==> src/rtl/sd_init_seq.sv <==
module sd_init_seq #(
  parameter int PREAMBLE_CLKS = 74,
  parameter int POLL_W        = 16
) (
  input  logic              clk,
  input  logic              rst_n,
  input  logic              start,
  input  logic [POLL_W-1:0] poll_limit,
  output logic              cmd_req,
  output logic [5:0]        cmd_idx,
  output logic [31:0]       cmd_arg,
  output logic [1:0]        cmd_rsp_kind,
  input  logic              rsp_valid,
  input  logic              rsp_timeout,
  input  logic              rsp_crc_err,
  input  logic [127:0]      rsp_data,
  output logic              clk_en,
  output logic              clk_fast,
  output logic              done,
  output logic              error,
  output logic              high_cap,
  output logic [127:0]      cid,
  output logic [15:0]       rca
);

  localparam int CW = $clog2(PREAMBLE_CLKS + 1);
  localparam logic [31:0] PROBE_ARG = 32'h0000_01AA;
  localparam logic [31:0] VOLT_WIN  = 32'h00FF_8000;

  typedef enum logic [3:0] {
    S_IDLE, S_PRE, S_RST, S_PROBE, S_APP, S_OPC, S_IDENT, S_ADDR, S_DONE
  } state_t;

  state_t          state;
  logic [CW-1:0]   pre_cnt;
  logic [POLL_W-1:0] polls;
  logic            busy, answered, retried;

  wire issuing = (state == S_RST) || (state == S_PROBE) || (state == S_APP) ||
                 (state == S_OPC) || (state == S_IDENT) || (state == S_ADDR);
  wire fin     = busy && (rsp_valid || rsp_timeout);
  wire good    = rsp_valid && !rsp_crc_err && !rsp_timeout;
  wire over    = ({1'b0, polls} + 1'b1) >= {1'b0, poll_limit};
  wire restart = start && (state == S_IDLE || state == S_DONE);

  assign cmd_req = issuing && !busy;

  always_comb begin
    cmd_idx      = 6'd0;
    cmd_arg      = 32'h0;
    cmd_rsp_kind = 2'd0;
    case (state)
      S_PROBE: begin cmd_idx = 6'd8;  cmd_arg = PROBE_ARG; cmd_rsp_kind = 2'd1; end
      S_APP:   begin cmd_idx = 6'd55; cmd_rsp_kind = 2'd1; end
      S_OPC:   begin
        cmd_idx = 6'd41; cmd_rsp_kind = 2'd1;
        cmd_arg = VOLT_WIN | {1'b0, answered, 30'h0};
      end
      S_IDENT: begin cmd_idx = 6'd2;  cmd_rsp_kind = 2'd2; end
      S_ADDR:  begin cmd_idx = 6'd3;  cmd_rsp_kind = 2'd1; end
      default: ;
    endcase
  end

  always_ff @(posedge clk or negedge rst_n) begin
    if (!rst_n) begin
      state <= S_IDLE; pre_cnt <= '0; polls <= '0;
      busy <= 1'b0; answered <= 1'b0; retried <= 1'b0;
      clk_en <= 1'b0; clk_fast <= 1'b0; done <= 1'b0; error <= 1'b0;
      high_cap <= 1'b0; cid <= '0; rca <= '0;
    end else if (restart) begin
      state <= S_PRE; pre_cnt <= '0; polls <= '0;
      busy <= 1'b0; answered <= 1'b0; retried <= 1'b0;
      clk_en <= 1'b1; clk_fast <= 1'b0; done <= 1'b0; error <= 1'b0;
      high_cap <= 1'b0; cid <= '0; rca <= '0;
    end else if (state == S_PRE) begin
      if (pre_cnt == CW'(PREAMBLE_CLKS - 1)) state <= S_RST;
      else pre_cnt <= pre_cnt + 1'b1;
    end else if (cmd_req) begin
      busy <= 1'b1;
    end else if (fin) begin
      busy <= 1'b0;
      case (state)
        S_RST: state <= S_PROBE;
        S_PROBE: begin
          if (rsp_timeout) begin
            answered <= 1'b0; state <= S_APP;
          end else if (good && rsp_data[11:0] == PROBE_ARG[11:0]) begin
            answered <= 1'b1; state <= S_APP;
          end else begin
            state <= S_IDLE; error <= 1'b1; clk_en <= 1'b0;
          end
        end
        S_APP: begin
          if (good) state <= S_OPC;
          else begin state <= S_IDLE; error <= 1'b1; clk_en <= 1'b0; end
        end
        S_OPC: begin
          if (rsp_timeout) begin
            state <= S_IDLE; error <= 1'b1; clk_en <= 1'b0;
          end else if (rsp_data[31]) begin
            high_cap <= answered & rsp_data[30];
            retried <= 1'b0;
            state <= S_IDENT;
          end else if (over) begin
            state <= S_IDLE; error <= 1'b1; clk_en <= 1'b0;
          end else begin
            polls <= polls + 1'b1;
            state <= S_APP;
          end
        end
        S_IDENT: begin
          if (good) begin
            cid <= rsp_data; retried <= 1'b0; state <= S_ADDR;
          end else if (!retried) begin
            retried <= 1'b1;
          end else begin
            state <= S_IDLE; error <= 1'b1; clk_en <= 1'b0;
          end
        end
        S_ADDR: begin
          if (good) begin
            rca <= rsp_data[31:16]; clk_fast <= 1'b1; done <= 1'b1; state <= S_DONE;
          end else if (!retried) begin
            retried <= 1'b1;
          end else begin
            state <= S_IDLE; error <= 1'b1; clk_en <= 1'b0;
          end
        end
        default: ;
      endcase
    end
  end

  p_req_single_r4: assert property (@(posedge clk) disable iff (!rst_n)
    cmd_req |=> !cmd_req);

  p_app_prefix_r4: assert property (@(posedge clk) disable iff (!rst_n)
    (cmd_req && cmd_idx == 6'd41) |-> $past(cmd_idx) == 6'd55);

  p_poll_only_r6: assert property (@(posedge clk) disable iff (!rst_n)
    (cmd_req && cmd_idx == 6'd55) |-> ($past(cmd_idx) == 6'd8 || $past(cmd_idx) == 6'd41));

  p_fast_late_r11: assert property (@(posedge clk) disable iff (!rst_n)
    $rose(clk_fast) |-> $past(busy && rsp_valid && !rsp_crc_err && cmd_idx == 6'd3));

  p_slow_ident_r11: assert property (@(posedge clk) disable iff (!rst_n)
    cmd_req |-> (clk_en && !clk_fast));

  p_flags_excl_r8: assert property (@(posedge clk) disable iff (!rst_n)
    !(done && error));

  p_result_hold_r9: assert property (@(posedge clk) disable iff (!rst_n)
    (done && $past(done)) |-> ($stable(cid) && $stable(rca) && $stable(high_cap)));

endmodule

==> config.mk <==
export PLATFORM = sky130hd
export DESIGN_NAME = sd_init_seq
export DESIGN_NICKNAME = d
export VERILOG_FILES = /design/src/rtl/sd_init_seq.sv
export SDC_FILE = /design/constraint.sdc
export NUM_CORES = 1
export LEC_CHECK = 0
export BUFFER_PORTS_ARGS = -buffer_cell sky130_fd_sc_hd__buf_2
export CORE_MARGIN = 4
export CORE_UTILIZATION = 44
export CTS_CLUSTER_SIZE = 14
export DETAILED_ROUTE_END_ITERATION = 16
export PLACE_DENSITY = 0.7
export REMOVE_ABC_BUFFERS = 1
export SLEW_MARGIN = 20
export SYNTH_ARGS = -nofsm -noshare
export SYNTH_HDL_FRONTEND = slang
export SYNTH_SLANG_ARGS = --single-unit
export TNS_END_PERCENT = 5
==> constraint.sdc <==
create_clock -name clk -period 3.48 [get_ports clk]
set_input_delay 0.174 -clock clk [delete_from_list [all_inputs] [get_ports clk]]
set_output_delay 0.174 -clock clk [all_outputs]
set_load 0.1 [all_outputs]
* Word level (Yosys, flattened, before mapping) *
Cells that the tools add are included.

storage, ports and cells
  flip-flop bits (word level) = 178
  logic and storage cells = 187
  bits of input ports = 150

cells by class
  order comparisons = 1
  add/sub/neg operators = 3
  reductions and logical operators = 43
  eq/ne operators = 28
  multiplexer cells = 99
  bitwise logic cells = 1

operators with widths
  cell                                                                     count
  128-bit 2-to-1 mux                                                       6
  16-bit 2-to-1 mux                                                        14
  31-bit one-hot mux with 2 select lines                                   1
  1-bit 2-to-1 mux                                                         55
  4-bit 2-to-1 mux                                                         8
  6-bit one-hot mux with 5 select lines                                    1
  4-bit one-hot mux with 6 select lines                                    1
  7-bit 2-to-1 mux                                                         3
  3-bit 2-to-1 mux                                                         6
  3-bit inequality test, second input constant                             6
  16-bit by 1-bit adder with 17-bit output, second input constant          1
  17-bit by 16-bit >= comparator with 1-bit output                         1
  16-bit by 1-bit adder with 16-bit output, second input constant          1
  4-bit by 3-bit equality test with 1-bit output, second input constant    4
  2-bit nonzero test                                                       8
  5-bit AND reduction                                                      3
  7-bit AND reduction                                                      2
  12-bit by 9-bit equality test with 1-bit output, second input constant   1
  11-bit AND reduction                                                     1
  3-bit nonzero test                                                       3
  4-bit by 2-bit equality test with 1-bit output, second input constant    2
  2-bit by 1-bit inequality test with 1-bit output, second input constant  4
  4-bit inequality test, second input constant                             2
  1-bit one-hot mux with 4 select lines                                    2
  other kinds (22)                                                         39

* Depth between registers and ports, before layout *
Gate-level depths: netlist of run 1.

  word-level depth = 11
  depth in mapped cells = 14

* Worst setup path before layout of run 1 *
No wires, ideal clock.

  path type = register -> output
  start point = register state[2]
  end point = output port cmd_idx[3]
  slack = -0.730 ns
  buffers on the path = 1
  cell stages (with the launch flop) = 4
  arrival time = 4.036 ns
  required time = 3.306 ns
  cell sequence = dfrtp_1 -> clkbuf_1 -> nor3_1 -> nand2b_1

between the ends
  longest elaborated chain between the ends = 2
  elaborated cells between the ends (all ways) = 6
  classes of those cells = eq/ne: 5; mux: 1

ends and longest elaborated chain
  element                                                                                                                  RTL line  source
  start, declared                                                                                                          34        state_t state;
  start signal, assigned                                                                                                   67        state <= S_IDLE; pre_cnt <= '0; polls <= '0;
  start signal, assigned                                                                                                   72        state <= S_PRE; pre_cnt <= '0; polls <= '0;
  start signal, assigned                                                                                                   77        if (pre_cnt == CW'(PREAMBLE_CLKS - 1)) state <= S_RST;
  4-bit by 3-bit equality test with 1-bit output / 4-bit by 2-bit equality test with 1-bit output (equally long branches)  52        case (state)
  6-bit one-hot mux with 5 select lines (*)                                                                                52
  end, declared                                                                                                            10        output logic [5:0] cmd_idx,

Mark *: on every way between the ends. The rest lies on a longest branch, timed or not.

* Worst setup path after layout of run 1 *
  start point = register polls[0]
  end point = register polls[0]

between the ends
  longest elaborated chain between the ends = 9
  elaborated cells between the ends (all ways) = 13
  classes of those cells = add/sub: 2; order compare: 1; eq/ne: 1; mux: 8; reduce/logical: 1

ends and longest elaborated chain
  element                                                                                           RTL line  source
  start, declared                                                                                   36        logic [POLL_W-1:0] polls;
  start signal, assigned                                                                            108       polls <= polls + 1'b1;
  parallel branches: the longest is 9 deep, another holds 16-bit by 1-bit adder with 17-bit output  n/a

Parallel ways; which one is timed is not known. The select of a mux whose other input is x is not followed.
A chain may end at the register's enable or synchronous reset.

==> results.sh, run 1 <==
export IMPL_outcome="completed"
export IMPL_route_met2_wl_um=13020
export IMPL_yosysTopAreaCellShare_pct=51.98
export IMPL_ys_types=57
export IMPL_cts_sink_count=178
export IMPL_core_sq_um=18960
export IMPL_drt_drc_violations_left=0
export IMPL_via_per_inst=4.968
export IMPL_synthTopCellsByArea="dfrtp_1 (52%), nand2_1 (13%), o21ai_0 (5.1%), o21ai_1 (4.5%), ha_1 (2.8%)"
export IMPL_gr_total_overflow=0
export IMPL_cts_tree="built"
export IMPL_min_path_type="input port to flop"
export IMPL_seq_area_frac_synth_pct=51.98
export IMPL_clock_latency_ps=430
export IMPL_cts_setup_buffers=0
export IMPL_synth_main_ff_cell="dfrtp_1"
export IMPL_grt_usage_pct=23.51
export IMPL_grt_pass1_wl_um=41800
export IMPL_syn_cell_area_sq_um=8569
export IMPL_layout_commonest_cell="buf_2"
export IMPL_rsz0062_at_grt="no"
export IMPL_met3WireLength_um=1548
export IMPL_syn_avg_cell_area_sq_um=8.807
export IMPL_routabilityCongestion=0.8552
export IMPL_routed_wl_um=25790
export IMPL_root_buffer="clkbuf_16"
export IMPL_hold_slack_ps=11.54
export IMPL_wl_met1_um=10650
export IMPL_cp_start_kind="flop"
export IMPL_pin_count=340
export IMPL_synth_ff_latch_count=178
export IMPL_ys_warn_count=0
export IMPL_fin_skew_ps=24.57
export IMPL_nets=1530
export IMPL_vias=8122
export IMPL_hold_viol_final=0
export IMPL_yosys_area_top_type="dfrtp_1"
export IMPL_fp_dieArea_sq_um=21770
export IMPL_die_y_um=147.6
export IMPL_grt_antenna_before_repair=1
export IMPL_hpwlAfterDp_um=17650
export IMPL_port_buffers=322
export IMPL_drv_slew=0
export IMPL_endpoint_kind="flop"
export IMPL_cp_arrival_ps=3600
export IMPL_wl_per_cell_um=15.78
export IMPL_critical_path_class="flop to flop"
export IMPL_routed_top_layer="met4"
export IMPL_grt_pass1_vias=8084
export IMPL_cts_buffers=17
export IMPL_dr_first_iter_drc_count=358
export IMPL_tightest_slew_ps=948.7
export IMPL_fin_crit_sh_pct=93.56
export IMPL_start_util_pct=45.21
export IMPL_ys_async_sr_fraction_pct=100.0
export IMPL_relSlewSlack_pct=36.27
export IMPL_post_route_min_period_ps=3256
export IMPL_worstPathMaxFanout=7
export IMPL_tns_ps=0
export IMPL_clock_fmax_ghz=0.3071
export IMPL_ant_nets=0
export IMPL_final_cell_mix="buf_2 (321), nand2_1 (306), dfrtp_1 (178)"
export IMPL_finalSetupViolCount=0
export IMPL_final_area_sq_um=11910
export IMPL_maxCapViolCount=0
export IMPL_path_clk_slew_ps=70
export IMPL_first_pass_iters=5
export IMPL_synth_edf_count=0
export IMPL_rows=50
export IMPL_fp_dieW_um=147.6
export IMPL_dpl_cell_area_sq_um=10220
export IMPL_max_clock_path_buffers=2
export IMPL_crit_required_ps=3830
export IMPL_drive_gt1_share_pct=27.95
export IMPL_htree_num_levels=4
export IMPL_area_growth_pct=38.98
export IMPL_netlist_instances=973
export IMPL_grt_start_max_net_pins=107
[stage by stage]
step,setup slack [ps],util (%),instances
floorplan,-9385,-,894
global placement,283.3,53.91,1492
detailed placement,200.0,53.91,1492
CTS,178.4,62.81,1634
global route,10.42,62.83,1635
finish,224.2,62.83,1635
[layout make-up]
class                           count  area, sq um
Multi-Input combinational cell    695         3587
Sequential cell                   178         4454
Tap cell                          260        325.3
Clock inverter                     13        132.6
Fill cell                        1601         7046
Clock buffer                       19        452.9
Inverter                           21        78.83
Antenna cell                        1        2.502
Timing Repair Buffer              448         2877
[synth_stat cells, drive strengths merged (4+ instances only)]
cell / n
nand4: 11
nand2b: 16
a21oi: 20
buf: 50
o211ai: 4
or4: 4
and2: 7
a31oi: 5
and3: 6
nand2: 307
ha: 19
inv: 21
o21a: 4
nand3: 16
dfrtp: 178
nor3: 15
a21o: 6
xnor2: 10
nor4: 5
xor2: 4
nor2: 11
clkbuf: 45
mux2i: 9
o21ai: 166
[cell families (layout without fill, tap and decap cells)]
family                     Yosys count  in the layout  share of synthesized area [%]
AOI/OAI and AO/OA                  219            219                          14.02
xor gates and xnor gates            14             14                          1.431
adders and majority gates           19             19                          2.774
buffers and inverters              116            501                          7.140
DFF                                178            178                          51.98
muxes                               10             10                          1.183
other                                1             18                        0.04376
and+or+nand+nor                    416            416                          21.43
[worst paths after layout]
| kind | cells after the start | start | to | slack, ps |
|---|---|---|---|---|
| min | 3 | rsp_data[27] | cid[27] | 10 |
| max | 11 | polls[0] | polls[0] | 220 |
| min reg2reg | 2 | rca[14] | rca[14] | 480 |
| max reg2reg | 11 | polls[0] | polls[0] | 220 |
| max in group asynchronous | 3 | rst_n | cid[126] | 2180 |
| min in group asynchronous | 2 | rst_n | cid[54] | 360 |
[metal layers]
layer	up-vias	track usage, %
met5	-	0
met3	45	4.690
li1	4001	-
met2	279	40.81
met4	0	7.363
met1	3797	29.68
[registers in the layout, indices dropped and copies added (netlist names)]
signal,count
answered,1
busy,1
cid,128
clk_en,1
done,1
error,1
high_cap,1
polls,16
pre_cnt,7
rca,16
retried,1
state,4
[repair_timing]
item	in CTS	in global routing
gates resized for setup	0	2
hold buffers	110	0
endpoints found under the hold margin	180	0
endpoints found under the setup margin	0	5
[worst max-delay path, cell delays in order (launching register included)]
cell and delay, ps:
dfrtp_1 420, ha_1 220, and3_2 280, nand4_1 150, xnor2_1 160, ha_1 300, a21o_1 180, a2111oi_0 420
o21a_1 280, nand2_2 150, or4_1 490, a21oi_1 150
Power of run 1 is left out: the tool's default activity adds up to more than one toggle a clock period on the data nets, which glitch-free logic cannot reach.
==> inputs of run 2 (changes only) <==
--- a/config.mk
+++ b/config.mk
@@ -5,6 +5,7 @@
 export SDC_FILE = /design/constraint.sdc
 export NUM_CORES = 1
 export LEC_CHECK = 0
+export ABC_CLOCK_PERIOD_IN_PS = 3480
 export BUFFER_PORTS_ARGS = -buffer_cell sky130_fd_sc_hd__buf_2
 export CORE_MARGIN = 4
 export CORE_UTILIZATION = 44
@@ -12,6 +13,7 @@
 export DETAILED_ROUTE_END_ITERATION = 16
 export PLACE_DENSITY = 0.7
 export REMOVE_ABC_BUFFERS = 1
+export SETUP_SLACK_MARGIN = 0.4
 export SLEW_MARGIN = 20
 export SYNTH_ARGS = -nofsm -noshare
 export SYNTH_HDL_FRONTEND = slang
==> results.sh, run 2 (synthesis results as in run 1) <==
export IMPL_grt_start_max_net_pins=107
export IMPL_clock_fmax_ghz=0.3366
export IMPL_routabilityCongestion=0.8552
export IMPL_post_route_util_pct=64.07
export IMPL_multi_input_area_sq_um=3654
export IMPL_cts_buffers=17
export IMPL_cp_start_kind="flop"
export IMPL_seq_area_sq_um=4457
export IMPL_drv_slew=0
export IMPL_fin_skew_ps=24.46
export IMPL_n_fill_cell=1579
export IMPL_clock_latency_ps=430
export IMPL_dp_cells=1492
export IMPL_reg2regPathDepth=11
export IMPL_worstPathMaxFanout=7
export IMPL_fp_dieW_um=147.6
export IMPL_drive_gt1_share_pct=30.04
export IMPL_start_util_pct=45.21
export IMPL_endpoint_kind="flop"
export IMPL_grt_antenna_before_repair=1
export IMPL_max_clock_path_buffers=2
export IMPL_final_cell_mix="buf_2 (321), nand2_1 (305), dfrtp_1 (176)"
export IMPL_dr_first_iter_drc_count=372
export IMPL_first_pass_iters=5
export IMPL_fp_dieArea_sq_um=21770
export IMPL_gr_total_overflow=0
export IMPL_ant_nets=0
export IMPL_rows=50
export IMPL_via_per_inst=4.978
export IMPL_port_buffers=322
export IMPL_drt_drc_violations_left=0
export IMPL_area_growth_pct=41.71
export IMPL_relSlewSlack_pct=31.97
export IMPL_largest_reg_flops=128
export IMPL_vias=8243
export IMPL_fin_crit_sh_pct=85.38
export IMPL_crit_required_ps=3840
export IMPL_grt_pass1_vias=8088
export IMPL_rsz0062_at_grt="yes"
export IMPL_grt_usage_pct=23.53
export IMPL_routed_wl_um=26290
export IMPL_core_sq_um=18960
export IMPL_pin_count=340
export IMPL_hpwlAfterDp_um=17650
export IMPL_cts_tree="built"
export IMPL_cp_arrival_ps=3330
export IMPL_holdPathStages=3
export IMPL_path_clk_slew_ps=70
export IMPL_maxCapViolCount=0
export IMPL_layout_commonest_cell="buf_2"
export IMPL_hp_start="rsp_data[27]"
export IMPL_tightest_slew_ps=1013
export IMPL_top_regs="cid: 128 flops, polls: 16 flops, rca: 16 flops"
export IMPL_finalSetupViolCount=0
export IMPL_r2r_start="polls[0]"
export IMPL_nets=1551
export IMPL_htree_num_levels=4
export IMPL_wl_per_cell_um=15.88
export IMPL_regMostFlops="cid"
export IMPL_crit_path_start="polls[0]"
export IMPL_hold_viol_final=0
export IMPL_min_path_type="input port to flop"
export IMPL_post_route_min_period_ps=2971
export IMPL_cts_sink_count=178
export IMPL_root_buffer="clkbuf_16"
export IMPL_outcome="completed"
export IMPL_fin_cells=1656
export IMPL_critical_path_class="flop to flop"
export IMPL_grt_pass1_wl_um=41830
export IMPL_die_y_um=147.6
==> run 2: changes by cell type in the layout (fill, tap and decap cells not counted), moves of 2 or more <==
cell	previous run	this run
and3_2	2	0
dfrtp_2	0	2
and3_4	0	3
dfrtp_1	178	176
o21a_1	4	2
buf_4	13	32
o21a_2	0	2
==> run 2: final timing paths <==
| kind | slack, ps | to |
|---|---|---|
| worst max-delay path | 510 | polls[0] |
| worst min-delay path | 10 | cid[27] |
| worst max register to register | 510 | polls[0] |
| worst min register to register | 480 | cid[24] |
| max in group asynchronous | 2170 | cid[126] |
| min in group asynchronous | 360 | cid[90] |
==> run 2: layout make-up <==
class,instances,area share (%)
sequential,178,36.70
multi-input combinational,695,30.08
timing repair buffer,469,25.05
clock buffer,19,3.730
antenna,1,0.02061
inverter,21,0.6491
clock inverter,13,1.092
tap,260,2.679
==> run 2: routing by layer <==
layer / global-route usage (%) / vias to the layer above / share of wire [%]
met1: 29.70 / 3869 / 41
met3: 4.690 / 48 / 6.3
met4: 7.363 / 0 / 2.3
met2: 40.84 / 288 / 50
li1: - / 4038 / -
met5: 0 / - / 0
==> run 2: critical path, cell delays in order, from the launching register on <==
cell and delay [ps]:
dfrtp_1 430, ha_4 170, and3_4 230, nand4_1 140, xnor2_1 160, ha_1 300, a21o_1 200, a2111oi_2 290
o21a_2 240, nand2_4 90, or4_1 510, a21oi_2 150
==> run 2: what timing repair did <==
action                                  in CTS  in global routing
gates cloned                                 0                  1
hold buffers                               110                  0
endpoints found under the hold margin      180                  0
setup buffers                                1                 19
endpoints found under the setup margin      17                 20
gates resized for setup                      2                 22
pin swaps                                    0                  9
==> run 2: metrics by stage <==
step / TNS (ps) / area (sq um) / worst slack, ps / hold WS [ps]
final: 0 / 12140 / 508.7 / 12.26
after global routing: 0 / 12140 / 326.4 / 22.58
after CTS: 0 / 11920 / 310.8 / 2.860
after detailed placement: 0 / 10220 / 200.0 / 253.0
after global placement: 0 / 10220 / 283.3 / 254.8
after floorplan: -513130 / 8097 / -9385 / -121.6
Power of run 2 is left out for the same reason.
==> inputs of run 3 (changes only) <==
--- a/config.mk
+++ b/config.mk
@@ -5,13 +5,15 @@
 export SDC_FILE = /design/constraint.sdc
 export NUM_CORES = 1
 export LEC_CHECK = 0
+export ABC_AREA = 1
 export ABC_CLOCK_PERIOD_IN_PS = 3480
 export BUFFER_PORTS_ARGS = -buffer_cell sky130_fd_sc_hd__buf_2
 export CORE_MARGIN = 4
 export CORE_UTILIZATION = 44
+export CTS_CLUSTER_DIAMETER = 30
 export CTS_CLUSTER_SIZE = 14
 export DETAILED_ROUTE_END_ITERATION = 16
-export PLACE_DENSITY = 0.7
+export PLACE_DENSITY = 0.68
 export REMOVE_ABC_BUFFERS = 1
 export SETUP_SLACK_MARGIN = 0.4
 export SLEW_MARGIN = 20
==> results.sh, run 3 <==
export IMPL_via_per_inst=5.039
export IMPL_clock_latency_ps=440
export IMPL_synth_ff_latch_count=178
export IMPL_dr_first_iter_drc_count=538
export IMPL_htree_num_levels=4
export IMPL_critical_path_class="flop to flop"
export IMPL_cp_slowest_cell="dfrtp_1"
export IMPL_routabilityCongestion=0.8659
export IMPL_synth_edf_count=0
export IMPL_area_growth_pct=34.38
export IMPL_cp_arrival_ps=3160
export IMPL_cp_depth=18
export IMPL_drt_drc_violations_left=0
export IMPL_routed_wl_um=27970
export IMPL_synthTopCellsByArea="dfrtp_1 (48%), nand2_1 (10%), nand3_2 (8.7%), o21ai_0 (6.8%), nand3_1 (4.5%)"
export IMPL_grt_antenna_before_repair=3
export IMPL_yosys_area_top_type="dfrtp_1"
export IMPL_seq_area_sq_um=4454
export IMPL_die_y_um=153.6
export IMPL_ys_types=36
export IMPL_yosysTopAreaCellShare_pct=47.73
export IMPL_hold_slack_ps=15.40
export IMPL_vias=8712
export IMPL_grt_start_max_net_pins=113
export IMPL_relSlewSlack_pct=32.22
export IMPL_start_util_pct=44.53
export IMPL_crit_top_cell="nand2_1"
export IMPL_grt_pass1_vias=8656
export IMPL_gr_total_overflow=0
export IMPL_endpoint_kind="flop"
export IMPL_ant_nets=0
export IMPL_critical_path_top_delay_family="simple AND/OR/NAND/NOR gates"
export IMPL_synthTopCellsByCount="nand2_1 (257), dfrtp_1 (178), o21ai_0 (127), nand3_1 (84), nand3_2 (81)"
export IMPL_netlist_instances=1056
export IMPL_drive_gt1_share_pct=33.15
export IMPL_drv_slew=0
export IMPL_synth_main_ff_cell="dfrtp_1"
export IMPL_cts_buffers=17
export IMPL_regMostFlops="cid"
export IMPL_grt_pass1_wl_um=45240
export IMPL_n_fill_cell=1783
export IMPL_multi_input_area_sq_um=4026
export IMPL_worstPathMaxFanout=15
export IMPL_layout_commonest_cell="buf_2"
export IMPL_fp_dieArea_sq_um=23600
export IMPL_ys_warn_count=0
export IMPL_hpwlAfterDp_um=18690
export IMPL_fin_crit_sh_pct=80.52
export IMPL_hold_viol_final=0
export IMPL_finalSetupViolCount=0
export IMPL_antenna_cells=0
export IMPL_wl_per_cell_um=16.18
export IMPL_root_buffer="clkbuf_16"
export IMPL_cts_tree="built"
export IMPL_holdPathStages=3
export IMPL_cts_sink_count=178
export IMPL_crit_required_ps=3840
export IMPL_nets=1610
export IMPL_outcome="completed"
export IMPL_max_stage_delay_ps=410
export IMPL_path_clk_slew_ps=70
export IMPL_rows=53
export IMPL_seq_area_frac_synth_pct=47.73
export IMPL_fin_skew_ps=14.35
export IMPL_tightest_slew_ps=1017
export IMPL_first_pass_iters=5
export IMPL_pin_count=340
export IMPL_grt_usage_pct=23.36
export IMPL_final_cell_mix="buf_2 (321), nand2_1 (256), dfrtp_1 (178)"
export IMPL_critPathBufInv=2
export IMPL_cp_start_kind="flop"
export IMPL_syn_avg_cell_area_sq_um=8.837
export IMPL_post_route_min_period_ps=2802
export IMPL_min_path_type="input port to flop"
export IMPL_largest_reg_flops=128
export IMPL_yosysMostFrequentCell="nand2_1"
export IMPL_port_buffers=322
export IMPL_rsz0062_at_grt="no"
export IMPL_syn_cell_area_sq_um=9331
export IMPL_max_clock_path_buffers=2
export IMPL_maxCapViolCount=0
export IMPL_ys_async_sr_fraction_pct=100.0
export IMPL_path_cells="ha_1 > nand2_1 > nor2_2 > nand2_2 > nor3_4 > nand3_1 > nand2_1 > inv_1 > ha_1 > nand2_1 > nand2_1 > a21oi_1 > nand2_1 > nor3_4 > and2_1 > buf_6 > nand3_1 > nand2_1"
export IMPL_fp_dieW_um=153.6
export IMPL_reg2regPathDepth=18
export IMPL_core_sq_um=20960
export IMPL_clock_fmax_ghz=0.3569
export IMPL_top_regs="cid: 128 flops, polls: 16 flops, rca: 16 flops"
-- run 3: cell types whose count changed after synthesis, sizes merged, moves of 9 or more --
| cell | before | now |
|---|---|---|
| buf | 50 | 64 |
| clkbuf | 45 | 29 |
| inv | 21 | 79 |
| mux2 | 1 | 16 |
| mux2i | 9 | 0 |
| nand2 | 307 | 260 |
| nand2b | 16 | 0 |
| nand3 | 16 | 166 |
| nor2 | 11 | 65 |
| nor3 | 15 | 6 |
| o21ai | 166 | 130 |
-- run 3: final timing paths --
check                        startpoint  slack [ps]  endpoint
min                        rsp_data[12]          20   cid[12]
max reg2reg                    polls[0]         680  polls[3]
max in group asynchronous         rst_n        2110   cid[24]
min in group asynchronous         rst_n         360   cid[33]
max                            polls[0]         680  polls[3]
min reg2reg                      rca[3]         470    rca[3]
-- run 3: cell type report --
class	instances	area share (%)
flip-flops and latches	178	35.52
multi-input cells	722	32.11
repair buffers	443	22.45
clock buffers	18	3.502
well taps	275	2.744
inverters	79	2.365
clock inverters	14	1.307
-- run 3: timing repair --
item	4_1_cts	5_1_grt
setup endpoints to repair	16	19
hold buffers	109	0
gates resized for setup	3	5
buffers inserted	0	0
hold endpoints to repair	194	0
pin swaps	1	0
-- run 3: cell families (layout without fill, tap and decap cells) --
logic type,after synthesis,count (layout),share of synthesized area (%)
buffers and inverters,172,554,10.22
AOI/OAI and AO/OA,149,149,8.300
and+or+nand+nor,507,507,27.92
muxes,16,16,1.931
adders and majority gates,19,19,2.548
other,1,17,0.04019
DFF,178,178,47.73
xor gates and xnor gates,14,14,1.314
-- run 3: layer usage --
| metal | track usage, % | vias up | share of wire (%) |
|---|---|---|---|
| met5 | 0 | - | 0.12 |
| met3 | 5.967 | 79 | 7.3 |
| met4 | 9.840 | 6 | 3.7 |
| li1 | - | 4178 | - |
| met2 | 38.06 | 363 | 47 |
| met1 | 29.72 | 4086 | 41 |
-- run 3: worst min-delay path, delay by kind of cell --
kind	cells	cell delay, ps
simple gates	2	130
buf+inv	1	100
-- run 3: through the flow --
stage / setup TNS, ps / instances / cell area (sq um) / worst slack (ps) / utilization, %
2_1_floorplan: -371350 / 979 / 8735 / -3900 / -
4_1_cts: 0 / 1729 / 12520 / 486.3 / 59.74
6_report: 0 / 1729 / 12540 / 678.0 / 59.84
3_5_place_dp: 0 / 1588 / 10810 / 221.8 / 51.57
3_3_place_gp: 0 / 1588 / 10810 / 348.0 / 51.57
5_1_grt: 0 / 1729 / 12540 / 427.1 / 59.84
Power of run 3 is left out for the same reason.
